File: src/rtl/rstc_pkg.sv
package rstc_pkg;

    typedef struct packed {
        logic por;
        logic bor;
        logic pin_run;
        logic pin_slp;
        logic wdt_rst;
        logic wdt_wake;
        logic irq_wake;
    } strobes_t;

    typedef enum logic [2:0] {
        EV_NONE     = 3'd0,
        EV_POR      = 3'd1,
        EV_BOR      = 3'd2,
        EV_PIN_RUN  = 3'd3,
        EV_PIN_SLP  = 3'd4,
        EV_WDT_RST  = 3'd5,
        EV_WDT_WAKE = 3'd6,
        EV_IRQ_WAKE = 3'd7
    } ev_kind_t;

    typedef struct packed {
        logic to;
        logic pd;
        logic pof;
        logic bof;
    } rflags_t;

    typedef enum logic [2:0] {
        CS_RUN        = 3'd0,
        CS_POWERON    = 3'd1,
        CS_BROWNOUT   = 3'd2,
        CS_WDT_RST    = 3'd3,
        CS_WDT_WAKE   = 3'd4,
        CS_SLEEP_EXIT = 3'd5
    } cause_t;

    localparam rflags_t FLAGS_AFTER_POR = '{to: 1'b1, pd: 1'b1, pof: 1'b0, bof: 1'b0};

    function automatic logic ev_is_reset(ev_kind_t k);
        return (k == EV_POR) || (k == EV_BOR) || (k == EV_PIN_RUN) ||
               (k == EV_PIN_SLP) || (k == EV_WDT_RST);
    endfunction

    function automatic rflags_t next_flags(ev_kind_t k, rflags_t f);
        rflags_t n;
        n = f;
        case (k)
            EV_POR:      n = FLAGS_AFTER_POR;
            EV_BOR:      begin n.to = 1'b1; n.pd = 1'b1; n.bof = 1'b0; end
            EV_PIN_SLP:  begin n.to = 1'b1; n.pd = 1'b0; end
            EV_IRQ_WAKE: begin n.to = 1'b1; n.pd = 1'b0; end
            EV_WDT_RST:  begin n.to = 1'b0; n.pd = 1'b1; end
            EV_WDT_WAKE: begin n.to = 1'b0; n.pd = 1'b0; end
            default:     n = f;
        endcase
        return n;
    endfunction

    function automatic cause_t decode_cause(rflags_t f);
        if (!f.pof)                 return CS_POWERON;
        else if (!f.bof)            return CS_BROWNOUT;
        else if (!f.to &&  f.pd)    return CS_WDT_RST;
        else if (!f.to && !f.pd)    return CS_WDT_WAKE;
        else if ( f.to && !f.pd)    return CS_SLEEP_EXIT;
        else                        return CS_RUN;
    endfunction

endpackage

File: src/rtl/rstc_prio.sv
module rstc_prio
    import rstc_pkg::*;
(
    input  strobes_t strobes,
    output ev_kind_t kind
);
    always_comb begin
        if (strobes.por)           kind = EV_POR;
        else if (strobes.bor)      kind = EV_BOR;
        else if (strobes.pin_run)  kind = EV_PIN_RUN;
        else if (strobes.pin_slp)  kind = EV_PIN_SLP;
        else if (strobes.wdt_rst)  kind = EV_WDT_RST;
        else if (strobes.wdt_wake) kind = EV_WDT_WAKE;
        else if (strobes.irq_wake) kind = EV_IRQ_WAKE;
        else                       kind = EV_NONE;
    end
endmodule

File: src/rtl/rstc_flags.sv
module rstc_flags
    import rstc_pkg::*;
#(
    parameter int BANK_W = 3
) (
    input  logic              clk,
    input  logic              rst,
    input  ev_kind_t          kind,
    input  logic              sw_we,
    input  logic              sw_set_pof,
    input  logic              sw_set_bof,
    input  logic [BANK_W-1:0] sw_bank,
    output rflags_t           flags,
    output logic [BANK_W-1:0] bank
);
    always_ff @(posedge clk) begin
        if (rst) begin
            flags <= FLAGS_AFTER_POR;
            bank  <= '0;
        end else if (kind != EV_NONE) begin
            flags <= next_flags(kind, flags);
            if (ev_is_reset(kind))
                bank <= '0;
        end else if (sw_we) begin
            flags.pof <= flags.pof | sw_set_pof;
            flags.bof <= flags.bof | sw_set_bof;
            bank      <= sw_bank;
        end
    end

    p_por_flags_r2: assert property (@(posedge clk) disable iff (rst)
        kind == EV_POR |=> flags.to && flags.pd && !flags.pof && !flags.bof);
    p_bor_flags_r3: assert property (@(posedge clk) disable iff (rst)
        kind == EV_BOR |=> flags.to && flags.pd && !flags.bof && $stable(flags.pof));
    p_wdt_rst_r4: assert property (@(posedge clk) disable iff (rst)
        kind == EV_WDT_RST |=> !flags.to && flags.pd);
    p_wdt_wake_r4: assert property (@(posedge clk) disable iff (rst)
        kind == EV_WDT_WAKE |=> !flags.to && !flags.pd);
    p_pin_run_keep_r5: assert property (@(posedge clk) disable iff (rst)
        kind == EV_PIN_RUN |=> $stable(flags.to) && $stable(flags.pd));
    p_sleep_exit_r5: assert property (@(posedge clk) disable iff (rst)
        (kind == EV_PIN_SLP || kind == EV_IRQ_WAKE) |=> flags.to && !flags.pd);
    p_bank_clear_r6: assert property (@(posedge clk) disable iff (rst)
        ev_is_reset(kind) |=> bank == '0);
    p_bank_keep_r6: assert property (@(posedge clk) disable iff (rst)
        (kind == EV_WDT_WAKE || kind == EV_IRQ_WAKE) |=> $stable(bank));
    p_sw_set_r10: assert property (@(posedge clk) disable iff (rst)
        (kind == EV_NONE && sw_we && sw_set_pof) |=> flags.pof);
endmodule

File: src/rtl/rstc_pcsel.sv
module rstc_pcsel
    import rstc_pkg::*;
#(
    parameter int PC_W     = 13,
    parameter int VEC_ADDR = 4
) (
    input  ev_kind_t        kind,
    input  logic            gie,
    input  logic [PC_W-1:0] pc_cur,
    output logic            pc_load,
    output logic [PC_W-1:0] pc_next
);
    localparam logic [PC_W-1:0] VEC = PC_W'(VEC_ADDR);

    logic [PC_W-1:0] pc_inc;
    assign pc_inc = pc_cur + PC_W'(1);

    always_comb begin
        pc_load = (kind != EV_NONE);
        case (kind)
            EV_WDT_WAKE: pc_next = pc_inc;
            EV_IRQ_WAKE: pc_next = gie ? VEC : pc_inc;
            default:     pc_next = '0;
        endcase
    end
endmodule

File: src/rtl/rstc_top.sv
module rstc_top
    import rstc_pkg::*;
#(
    parameter int PC_W     = 13,
    parameter int BANK_W   = 3,
    parameter int VEC_ADDR = 4
) (
    input  logic              clk,
    input  logic              rst,
    input  logic              ev_por,
    input  logic              ev_bor,
    input  logic              ev_pin_run,
    input  logic              ev_pin_slp,
    input  logic              ev_wdt_rst,
    input  logic              ev_wdt_wake,
    input  logic              ev_irq_wake,
    input  logic              gie,
    input  logic [PC_W-1:0]   pc_cur,
    input  logic              sw_we,
    input  logic              sw_set_pof,
    input  logic              sw_set_bof,
    input  logic [BANK_W-1:0] sw_bank,
    output logic              pc_load,
    output logic [PC_W-1:0]   pc_next,
    output logic              flag_to,
    output logic              flag_pd,
    output logic              flag_pof,
    output logic              flag_bof,
    output logic [BANK_W-1:0] bank_sel,
    output logic [2:0]        cause
);
    strobes_t strobes;
    ev_kind_t kind;
    rflags_t  flags;

    assign strobes = '{por: ev_por, bor: ev_bor, pin_run: ev_pin_run,
                       pin_slp: ev_pin_slp, wdt_rst: ev_wdt_rst,
                       wdt_wake: ev_wdt_wake, irq_wake: ev_irq_wake};

    rstc_prio u_prio (.strobes(strobes), .kind(kind));

    rstc_flags #(.BANK_W(BANK_W)) u_flags (
        .clk(clk), .rst(rst), .kind(kind),
        .sw_we(sw_we), .sw_set_pof(sw_set_pof), .sw_set_bof(sw_set_bof),
        .sw_bank(sw_bank), .flags(flags), .bank(bank_sel)
    );

    rstc_pcsel #(.PC_W(PC_W), .VEC_ADDR(VEC_ADDR)) u_pcsel (
        .kind(kind), .gie(gie), .pc_cur(pc_cur),
        .pc_load(pc_load), .pc_next(pc_next)
    );

    assign flag_to  = flags.to;
    assign flag_pd  = flags.pd;
    assign flag_pof = flags.pof;
    assign flag_bof = flags.bof;
    assign cause    = decode_cause(flags);

    p_por_wins_r1: assert property (@(posedge clk) disable iff (rst)
        ev_por |=> !flag_pof && !flag_bof);
    p_bor_over_wdt_r1: assert property (@(posedge clk) disable iff (rst)
        (ev_bor && !ev_por) |=> flag_to && flag_pd);
    p_reset_pc_zero_r7: assert property (@(posedge clk) disable iff (rst)
        (ev_por || ev_bor || ev_pin_run || ev_pin_slp || ev_wdt_rst) |-> pc_load && pc_next == '0);
    p_irq_vector_r9: assert property (@(posedge clk) disable iff (rst)
        (ev_irq_wake && gie && !(ev_por || ev_bor || ev_pin_run || ev_pin_slp || ev_wdt_rst || ev_wdt_wake))
        |-> pc_next == PC_W'(VEC_ADDR));
    p_idle_no_load_r12: assert property (@(posedge clk) disable iff (rst)
        !(ev_por || ev_bor || ev_pin_run || ev_pin_slp || ev_wdt_rst || ev_wdt_wake || ev_irq_wake) |-> !pc_load);
    p_cause_por_r11: assert property (@(posedge clk) disable iff (rst)
        !flag_pof |-> cause == 3'd1);
endmodule

File: config.mk
export PLATFORM = sky130hd
export DESIGN_NAME = rstc_top
export DESIGN_NICKNAME = d
export VERILOG_FILES = /design/src/rtl/rstc_pkg.sv /design/src/rtl/rstc_prio.sv /design/src/rtl/rstc_flags.sv /design/src/rtl/rstc_pcsel.sv /design/src/rtl/rstc_top.sv
export SDC_FILE = /design/constraint.sdc
export NUM_CORES = 1
export LEC_CHECK = 0
export ABC_AREA = 1
export BUFFER_PORTS_ARGS = -buffer_cell sky130_fd_sc_hd__buf_4
export CORE_MARGIN = 5
export CORE_UTILIZATION = 38
export DETAILED_ROUTE_END_ITERATION = 12
export HOLD_SLACK_MARGIN = 0.1
export MAX_ROUTING_LAYER = met4
export PLACE_DENSITY_LB_ADDON = 0.3
export SYNTH_ARGS = -nofsm -noshare
export SYNTH_HDL_FRONTEND = slang
export SYNTH_SLANG_ARGS = --single-unit
File: constraint.sdc
create_clock -name clk -period 1.1 [get_ports clk]
set_clock_uncertainty 0.15 [all_clocks]
set_input_delay 0.055 -clock clk [delete_from_list [all_inputs] [get_ports clk]]
set_output_delay 0.055 -clock clk [all_outputs]
set_load 0.01 [all_outputs]
==> impl_metrics.json, run 1 <==
{
  "ctsRootBufferMaster": "clkbuf_4",
  "cts_buffers": 3,
  "synthFlopType": "dfxtp_1",
  "synth_top_area_share_pct": 16.4,
  "stop_stage": "5_1_grt",
  "synth_area_per_cell_um2": 6.43,
  "synth_common_cells": "24 x inv_1, 23 x nand2_1, 14 x nor2_1",
  "placed_area_um2": 1540,
  "synth_top_cell_by_area": "dfxtp_1",
  "dp_hpwl_um": 2330,
  "synth_area_leaders": "dfxtp_1 16%, inv_1 11%, nand2_1 10%",
  "antenna_found_initial": 0,
  "syn-cell-area_um2": 855,
  "clkSinkCount": 7,
  "grt_max_degree": 6,
  "place.gp.congestion": 0.788,
  "h-tree-depth": 1,
  "io_pins": 53,
  "die_x_um": 57.4,
  "synth_edf_count": 0,
  "num_rows": 17,
  "synthArstFlopShare_pct": 0,
  "tool.error": "[ERROR DPL-0033] detailed placement checks failed during check placement.",
  "start_util_pct": 39.4,
  "die_y_um": 57.4,
  "synth_warnings": 0,
  "synth_seq_cells": 7,
  "dp.cells": 243,
  "syn_nets": 166,
  "clk_path_buf_depth": 2,
  "endpoint_type": "primary output",
  "synthCells": 133,
  "status": "did not finish",
  "seq_area_frac_synth_pct": 16.4,
  "ys_types": 27,
  "synth.most_common_cell": "inv_1",
  "repair-timing-grt-worst-ep": "pc_next[3]",
  "port_buffers": 52
}
==> what timing repair did <==
item                       CTS
setup endpoints to repair   18
hold buffers                 7
gates cloned                 1
setup buffers               15
pin swaps                   16
resized for setup           65
hold endpoints to repair     7
==> per-stage QoR <==
stage,setup WS (ns),hold WS [ns]
after CTS,-0.294,0.0598
after detailed placement,-0.303,0.101
after floorplan,-0.0938,-0.0259
after global placement,-0.252,0.0968
==> cells by family after synthesis <==
family	share of synthesized area (%)
and+or+nand+nor	48.8
buffers and inverters	14.1
AOI/OAI and AO/OA	7.91
DFF	16.4
xor gates and xnor gates	7.03
adders and majority gates	5.86
==> run 2, diff against run 1 <==
--- a/config.mk
+++ b/config.mk
@@ -7,12 +7,10 @@
 export LEC_CHECK = 0
 export ABC_AREA = 1
 export BUFFER_PORTS_ARGS = -buffer_cell sky130_fd_sc_hd__buf_4
-export CORE_MARGIN = 5
-export CORE_UTILIZATION = 38
+export CORE_AREA = 5 5 66 68
 export DETAILED_ROUTE_END_ITERATION = 12
-export HOLD_SLACK_MARGIN = 0.1
-export MAX_ROUTING_LAYER = met4
-export PLACE_DENSITY_LB_ADDON = 0.3
+export DIE_AREA = 0 0 71 73
+export PLACE_DENSITY_LB_ADDON = 0.15
 export SYNTH_ARGS = -nofsm -noshare
 export SYNTH_HDL_FRONTEND = slang
 export SYNTH_SLANG_ARGS = --single-unit
==> constraint.sdc (replaced) <==
create_clock -name clk -period 1.45 [get_ports clk]
set_clock_uncertainty 0.15 [all_clocks]
set_input_delay 0.0725 -clock clk [delete_from_list [all_inputs] [get_ports clk]]
set_output_delay 0.0725 -clock clk [all_outputs]
set_load 0.01 [all_outputs]
==> run 2 against run 1 <==
  * The flow now finishes without violations
  * Synthesized cell count unchanged
  * Area after synthesis unchanged
==> impl_metrics.json, run 2 <==
{
  "h-tree-depth": 1,
  "total_power_mw": 0.735,
  "synth_edf_count": 0,
  "multi_input_area_um2": 661,
  "io_pins": 53,
  "largest_reg_flops": 4,
  "n_fill_cell": 416,
  "num_rows": 23,
  "die_area_um2": 5180,
  "synth_area_per_cell_um2": 6.43,
  "drv_cap": 0,
  "syn_to_final_growth_pct": 89.5,
  "start_util_pct": 22.5,
  "antennaDiodeCount": 0,
  "crit_family": "flip-flops",
  "placed_area_um2": 1390,
  "worstHoldStart": "ev_bor",
  "status": "finished, final reports clean",
  "fmax_ghz": 0.729,
  "vias": 1099,
  "fin_crit_sh_pct": 94.6,
  "synth_top_area_share_pct": 16.4,
  "cellPowerDensity_nw_per_um2": 454,
  "hold_slack_ns": 0.00568,
  "grt_overflow_total": 0,
  "core_um2": 3800,
  "setup_viol": 0,
  "drc": 0,
  "dp_hpwl_um": 2300,
  "ys_types": 27,
  "wl_per_cell_um": 10.6,
  "clk_pin_slew_ns": 0.04,
  "wl_met2_um": 1470,
  "place.gp.congestion": 0.718,
  "synthArstFlopShare_pct": 0,
  "vias_per_cell": 4.23,
  "port_buffers": 52,
  "antenna_found_initial": 0,
  "ctsRootBufferMaster": "clkbuf_8",
  "crit_buf_inv": 2,
  "drive_above_1_share_pct": 51.0,
  "fin_tns_setup_ns": 0,
  "finalHoldViolCount": 0,
  "regMostFlops": "u_flags.flags",
  "tritoncts": "done",
  "synth.most_common_cell": "inv_1",
  "grt_pass1_vias": 1047,
  "synth_top_cell_by_area": "dfxtp_1",
  "drt_pass1_iterations": 4,
  "synthCells": 133,
  "final_area_um2": 1620,
  "report.final.slew_viol_count": 0,
  "final_antenna_net_count": 0,
  "die_x_um": 71,
  "final_common_cell": "buf_4",
  "nets": 244,
  "synth_area_leaders": "dfxtp_1 16%, inv_1 11%, nand2_1 10%",
  "met3_length_um": 143,
  "dp.cells": 246,
  "reg2reg_setup_slack_ns": 0.56,
  "wl_um": 2750,
  "top_layer": "met4",
  "mostFrequentLayoutCells": "62 x buf_4, 22 x nand2_1, 21 x inv_1",
  "r2r-end": "u_flags.flags[3]",
  "synth_common_cells": "24 x inv_1, 23 x nand2_1, 14 x nor2_1",
  "end_kind": "output port",
  "crit_path_start_kind": "flop",
  "syn_nets": 166,
  "slew_headroom_pct": 85.3,
  "crit_chain": "inv_1, ha_1, o21ai_2, nor3_2, buf_4",
  "hp-class": "in -> reg",
  "cts_buffers": 3,
  "clkLatencyLatePin_ns": 0.22,
  "peakVddDrop_mv": 0.269,
  "cp-endpoint": "cause[2]",
  "grt_pass1_wl_um": 4370,
  "p_leak_nw": 0.793,
  "die_y_um": 73,
  "cp.arrival_ns": 1.15,
  "cp.depth": 5,
  "min_period_ns": 1.37,
  "synth_warnings": 0,
  "worst_pin_slew_ns": 0.219,
  "syn-cell-area_um2": 855,
  "worst_ep_required_time_ns": 1.23,
  "met1Wirelength_um": 1120,
  "register_area_um2": 143,
  "rsz0062_at_grt": "true",
  "clkSinkCount": 7,
  "synth_seq_cells": 7,
  "seq_area_frac_synth_pct": 16.4,
  "slowest_stage": "dfxtp_2",
  "synthFlopType": "dfxtp_1",
  "clk_path_buf_depth": 2,
  "crit_type": "reg -> out",
  "worst-path-max-fanout": 4,
  "timing.critical_path.from": "u_flags.flags[2]",
  "reg2reg_depth": 4,
  "reg_top3": "u_flags.flags: 4 flops, u_flags.bank: 3 flops",
  "critPathMaxStageDelay_ns": 0.34,
  "grt_max_degree": 7,
  "rr_startpoint": "u_flags.flags[3]",
  "drt_iter0_drc": 24,
  "layout.cells.non_filler": 260,
  "gr-usage-all-layers_pct": 10.2
}
-- run 2: cell counts after synthesis --
Identical to the previous run, type by type.
-- run 2: worst min path at each step --
| stage | to | slack (ns) | cells past startpoint |
|---|---|---|---|
| floorplan | u_flags.bank[0] | -0.008 | 1 |
| global placement | u_flags.bank[1] | 0.12 | 2 |
| detailed placement | u_flags.bank[2] | 0.12 | 2 |
| CTS | u_flags.flags[3] | 0.01 | 3 |
| global route | u_flags.flags[3] | 0.04 | 3 |
| finish | u_flags.flags[3] | 0.006 | 3 |
-- run 2: repair_timing --
| action | CTS | global route |
|---|---|---|
| buffers inserted | 0 | 3 |
| hold buffers | 7 | 0 |
| endpoints found under the setup margin | 2 | 7 |
| pin swaps | 1 | 12 |
| resized for setup | 4 | 21 |
| endpoints found under the hold margin | 7 | 0 |
-- run 2: per-layer routing --
metal / global-route usage, % / vias to the layer above
met1: 12.1 / 494
li1: - / 577
met2: 18.7 / 26
met5: 0 / -
met3: 2.34 / 2
met4: 1.88 / 0
-- run 2: cells by family after synthesis --
| group | Yosys count | synth area share [%] |
|---|---|---|
| xor+xnor | 6 | 7.03 |
| compound gates | 13 | 7.91 |
| fa+ha+maj | 4 | 5.86 |
| buf+inv | 30 | 14.1 |
| simple gates | 73 | 48.8 |
| flops | 7 | 16.4 |
-- run 2: worst reg2reg max path: stages, from the launching register on --
cell     delay [ns]
dfxtp_2        0.34
inv_2          0.05
o21ai_0        0.16
inv_1          0.06
nand4_1        0.06
-- run 2: where the power goes --
part	switching [mW]	total (mW)	leakage, nW	internal (mW)
Sequential	0.00208	0.198	0.0558	0.196
Clock	0.0793	0.269	0.0228	0.190
Combinational	0.125	0.268	0.714	0.143
-- run 2: stage by stage --
step                utilization, %  worst slack (ns)
finish                        42.6            0.0786
global route                  42.6           -0.0265
CTS                           40.0           0.00162
detailed placement            36.5           0.00817
global placement              36.5            0.0247
floorplan                        -             0.221
-- run 2: final cells by class --
cell class	instances	area share [%]
repair buffers	74	37.0
multi-input cells	96	40.8
flip-flops and latches	7	8.81
inverters	29	6.72
clock buffers	4	2.78
well taps	50	3.86
No activity file was read; power rests on OpenSTA's default activity.
==> run 3, diff against run 2 <==
--- a/config.mk
+++ b/config.mk
@@ -7,10 +7,13 @@
 export LEC_CHECK = 0
 export ABC_AREA = 1
 export BUFFER_PORTS_ARGS = -buffer_cell sky130_fd_sc_hd__buf_4
-export CORE_AREA = 5 5 66 68
+export CELL_PAD_IN_SITES_DETAIL_PLACEMENT = 1
+export CELL_PAD_IN_SITES_GLOBAL_PLACEMENT = 2
+export CORE_MARGIN = 5
+export CORE_UTILIZATION = 20
 export DETAILED_ROUTE_END_ITERATION = 12
-export DIE_AREA = 0 0 71 73
-export PLACE_DENSITY_LB_ADDON = 0.15
+export GPL_ROUTABILITY_DRIVEN = 1
+export PLACE_DENSITY_LB_ADDON = 0.1
 export SYNTH_ARGS = -nofsm -noshare
 export SYNTH_HDL_FRONTEND = slang
 export SYNTH_SLANG_ARGS = --single-unit
==> run 3 against run 2 <==
  * The run now ends with hold timing left
  * Sequential power about the same
  * Critical path depth grew 6
  * Combinational power hardly changed
==> impl_metrics.json, run 3 (same netlist as run 2, synthesis figures left out) <==
{
  "hp-class": "in -> reg",
  "mostFrequentLayoutCells": "63 x buf_4, 22 x nand2_1, 21 x inv_1",
  "grt_pass1_wl_um": 4820,
  "largest_reg_flops": 4,
  "fin_crit_sh_pct": 97.6,
  "crit_type": "in -> out",
  "netSwitchingFraction_pct": 29.0,
  "setup_viol": 0,
  "dp_hpwl_um": 2560,
  "rsz0062_at_grt": "true",
  "internal_power_mw": 0.525,
  "drv_cap": 0,
  "clkLatencyLatePin_ns": 0.22,
  "reg2reg_depth": 4,
  "vias": 1106,
  "clk_pin_slew_ns": 0.04,
  "cp.arrival_ns": 1.19,
  "antennaDiodeCount": 0,
  "drc": 0,
  "total_power_mw": 0.740,
  "p_leak_nw": 0.784,
  "drt_pass1_iterations": 3,
  "drive_above_1_share_pct": 51.0,
  "core_um2": 4060,
  "gr-usage-all-layers_pct": 10.7,
  "peakVddDrop_mv": 0.190,
  "power_switching_mw": 0.215,
  "die_y_um": 75.4,
  "num_rows": 23,
  "worst-path-max-fanout": 2,
  "nets": 244,
  "hold_slack_ns": -0.00157,
  "syn_to_final_growth_pct": 88.7,
  "wl_um": 3040,
  "antenna_found_initial": 0,
  "port_buffers": 52,
  "regMostFlops": "u_flags.flags",
  "n_fill_cell": 521,
  "violations": "hold timing",
  "p_comb_share_pct": 36.4,
  "end_kind": "output port",
  "drt_iter0_drc": 16,
  "layout.cells.non_filler": 260,
  "slew_headroom_pct": 80.8,
  "p_clk_share_pct": 37.0,
  "min_period_ns": 1.41,
  "status": "finished, violations left",
  "report.final.slew_viol_count": 0,
  "grt_overflow_total": 0,
  "cellPowerDensity_nw_per_um2": 459,
  "place.gp.congestion": 0.708,
  "finalHoldViolCount": 1,
  "tritoncts": "done",
  "hold_depth": 3,
  "pwr-share-seq_pct": 26.6,
  "h-tree-depth": 1,
  "wl_per_cell_um": 11.7,
  "worst_pin_slew_ns": 0.285,
  "die_x_um": 75.4,
  "die_area_um2": 5680,
  "vias_per_cell": 4.25,
  "cts_buffers": 3,
  "final_antenna_net_count": 0,
  "io_pins": 53,
  "worst_ep_required_time_ns": 1.23,
  "clk_path_buf_depth": 2,
  "ctsRootBufferMaster": "clkbuf_8",
  "clkSinkCount": 7,
  "crit_path_start_kind": "input pin",
  "dp.cells": 246,
  "fmax_ghz": 0.707,
  "grt_pass1_vias": 1138,
  "final_common_cell": "buf_4",
  "start_util_pct": 21.1,
  "grt_max_degree": 7,
  "reg_top3": "u_flags.flags: 4 flops, u_flags.bank: 3 flops"
}
## run 3: what timing repair did
item	in CTS	in global routing
gates resized for setup	5	20
hold buffers	7	0
setup endpoints to repair	4	11
pin swaps	1	10
gates cloned	0	0
hold endpoints to repair	7	0
buffers inserted	0	3
## run 3: power by group through the flow
stage	Combinational (mW)	Sequential (mW)	Clock, mW
global route	0.296	0.197	0.300
floorplan	0.0973	0.202	0
detailed placement	0.230	0.201	0
global placement	0.227	0.201	0
finish	0.269	0.197	0.274
CTS	0.252	0.198	0.284
## run 3: area by class of cell
| class | instances | area, um2 | area share [%] |
|---|---|---|---|
| multi-input cells | 96 | 661 | 41.0 |
| repair buffers | 74 | 588 | 36.5 |
| flip-flops and latches | 7 | 145 | 9.00 |
| inverters | 29 | 111 | 6.90 |
| well taps | 50 | 62.6 | 3.88 |
| clock buffers | 4 | 45.0 | 2.79 |
## run 3: routing by layer
layer  share of wire (%)  global-route usage, %  vias up
li1                    -                      -      576
met1                  41                   12.9      499
met2                  52                   19.3       29
met3                 5.2                   1.58        2
met4                0.79                   3.50        0
met5                   0                      0        -
## run 3: path summary, 6_finish.rpt
check | start | endpoint | slack (ns)
max reg2reg | u_flags.flags[3] | u_flags.flags[3] | 0.56
min reg2reg | u_flags.bank[2] | u_flags.bank[2] | 0.33
min | ev_bor | u_flags.flags[3] | -0.002
max | pc_cur[1] | pc_next[10] | 0.04
## run 3: stage by stage
step                      setup WS, ns  instance area [um2]  utilization [%]  setup TNS, ns
after floorplan                  0.221                  855                -              0
final                           0.0352                 1610             39.7              0
after global placement         0.00903                 1390             34.2              0
after global routing           -0.0773                 1610             39.7         -0.214
after detailed placement       -0.0107                 1390             34.2        -0.0107
after CTS                     0.000526                 1520             37.6              0
## run 3: critical path: stages
cell	delay, ns
buf_4	0.10
ha_4	0.14
nand3_4	0.08
inv_2	0.06
nand4_1	0.12
nor2_2	0.15
inv_2	0.06
o21ai_2	0.10
inv_1	0.06
nor3_2	0.10
buf_4	0.14
==> run 4, diff against run 3 <==
--- a/config.mk
+++ b/config.mk
@@ -11,6 +11,7 @@
 export CELL_PAD_IN_SITES_GLOBAL_PLACEMENT = 2
 export CORE_MARGIN = 5
 export CORE_UTILIZATION = 20
+export CTS_CLUSTER_SIZE = 10
 export DETAILED_ROUTE_END_ITERATION = 12
 export GPL_ROUTABILITY_DRIVEN = 1
 export PLACE_DENSITY_LB_ADDON = 0.1
==> constraint.sdc (replaced) <==
create_clock -name clk -period 1.5 [get_ports clk]
set_clock_uncertainty 0.15 [all_clocks]
set_input_delay 0.075 -clock clk [delete_from_list [all_inputs] [get_ports clk]]
set_output_delay 0.075 -clock clk [all_outputs]
set_load 0.01 [all_outputs]
==> run 4 against run 3 <==
  * The flow now finishes without violations
  * Core utilization shrank 2.6 points
  * Clock power shrank 4%
  * Sequential power shrank 3%
  * Count of clock-buffer cells in the layout is the same
  * First-iteration DRC count is the same
  * Register-to-register slack is essentially flat
  * Critical path depth is the same
  * Worst hold slack gained 0.0077 ns
  * Combinational power shrank 11%
  * Worst setup slack gained 0.015 ns
  * Total power shrank 6.2%
  * Non-clock buffer count shrank 8
  * Critical path type unchanged
==> impl_metrics.json, run 4 (same netlist as run 2, synthesis figures left out) <==
{
  "status": "finished, final reports clean",
  "syn_to_final_growth_pct": 76.3,
  "worst_pin_slew_ns": 0.247,
  "grt_pass1_vias": 1129,
  "wl_um": 3070,
  "core_um2": 4060,
  "antennaDiodeCount": 0,
  "reg2reg_depth": 4,
  "cp.arrival_ns": 1.22,
  "tritoncts": "done",
  "port_buffers": 52,
  "mostFrequentLayoutCells": "57 x buf_4, 24 x inv_1, 23 x nand2_1",
  "clk_pin_slew_ns": 0.04,
  "grt_pass1_wl_um": 4800,
  "critPathMaxStageDelay_ns": 0.17,
  "clkSinkCount": 7,
  "report.final.slew_viol_count": 0,
  "final_util_pct": 37.1,
  "vias_per_cell": 4.29,
  "hp-class": "in -> reg",
  "slew_headroom_pct": 83.4,
  "nets": 236,
  "worstHoldStart": "ev_por",
  "vias": 1082,
  "reg2reg_setup_slack_ns": 0.55,
  "hold_end": "u_flags.flags[3]",
  "crit_top_cell": "inv_2",
  "grt_overflow_total": 0,
  "clkLatencyLatePin_ns": 0.22,
  "p_leak_nw": 0.752,
  "rsz0062_at_grt": "true",
  "end_kind": "output port",
  "crit_type": "in -> out",
  "fmax_ghz": 0.690,
  "regMostFlops": "u_flags.flags",
  "cts_buffers": 3,
  "slowest_stage": "nor3_2",
  "worst-path-max-fanout": 3,
  "rr_startpoint": "u_flags.flags[3]",
  "die_area_um2": 5680,
  "clk_path_buf_depth": 2,
  "wl_per_cell_um": 12.2,
  "drt_iter0_drc": 16,
  "hold_depth": 3,
  "ctsRootBufferMaster": "clkbuf_8",
  "num_rows": 23,
  "drc": 0,
  "finalHoldViolCount": 0,
  "hold_slack_ns": 0.00615,
  "crit_path_start_kind": "input pin",
  "drv_cap": 0,
  "dp_hpwl_um": 2610,
  "gr-usage-all-layers_pct": 10.7,
  "r2r-end": "u_flags.flags[3]",
  "final_antenna_net_count": 0,
  "peakVddDrop_mv": 0.176,
  "crit_chain": "buf_8, ha_4, nand3_4, inv_2, nand4_1, nor2_2, inv_2, o21ai_2, inv_1, nor3_2, buf_4",
  "grt_max_degree": 8,
  "drt_pass1_iterations": 2,
  "place.gp.congestion": 0.750,
  "reg_top3": "u_flags.flags: 4 flops, u_flags.bank: 3 flops",
  "final_common_cell": "buf_4",
  "io_pins": 53,
  "drive_above_1_share_pct": 45.5,
  "setup_viol": 0,
  "start_util_pct": 21.1,
  "min_period_ns": 1.45,
  "worst_ep_required_time_ns": 1.27,
  "h-tree-depth": 1,
  "antenna_found_initial": 0,
  "largest_reg_flops": 4,
  "fin_tns_setup_ns": 0,
  "die_x_um": 75.4,
  "cellPowerDensity_nw_per_um2": 461,
  "total_power_mw": 0.694,
  "fin_crit_sh_pct": 96.6,
  "die_y_um": 75.4
}
[run 4: report_power, final]
group          leakage, nW  switching (mW)  internal (mW)
Combinational        0.673           0.116          0.122
Sequential          0.0558         0.00203          0.190
Clock               0.0228          0.0798          0.184
Total                0.752           0.198          0.496
[run 4: area by class of cell]
cell class	instances	area, um2
sequential	7	143
clock buffer	4	45.0
timing repair buffer	66	529
fill	527	2550
inverter	29	109
tap	50	62.6
multi-input combinational	96	618
[run 4: repair_timing]
item	CTS	global route
endpoints found under the setup margin	1	7
buffers inserted	0	3
pin swaps	1	5
hold buffers	6	0
hold endpoints to repair	6	0
gates resized for setup	2	10
[run 4: layer usage]
| metal | GRT usage (%) | up-vias | routed length, um |
|---|---|---|---|
| met5 | 0 | - | 0 |
| met4 | 3.50 | 0 | 24 |
| met3 | 1.58 | 2 | 199 |
| met2 | 20.2 | 29 | 1600 |
| met1 | 12.2 | 493 | 1240 |
| li1 | - | 558 | - |
[run 4: metrics by stage]
step / instances / worst slack, ns / area (um2)
final: 252 / 0.0503 / 1510
after global routing: 252 / -0.0655 / 1510
after CTS: 249 / 0.0197 / 1450
after detailed placement: 239 / 0.00662 / 1330
after global placement: 239 / 0.0347 / 1330
after floorplan: 133 / 0.266 / 855
[run 4: worst max path at each step]
stage,to,from,cells after the start
finish,pc_next[10],pc_cur[1],11
global route,pc_next[10],pc_cur[1],11
CTS,pc_next[10],pc_cur[0],11
detailed placement,pc_next[10],pc_cur[0],11
global placement,pc_next[10],pc_cur[0],11
floorplan,pc_next[10],pc_cur[0],9
[run 4: worst max-delay path, delay by kind of cell]
kind	cells	cell delay, ns
AO/OA/AOI/OAI	1	0.12
AND/OR/NAND/NOR	4	0.48
adder cells (fa/ha/maj)	1	0.15
buffers and inverters	5	0.41
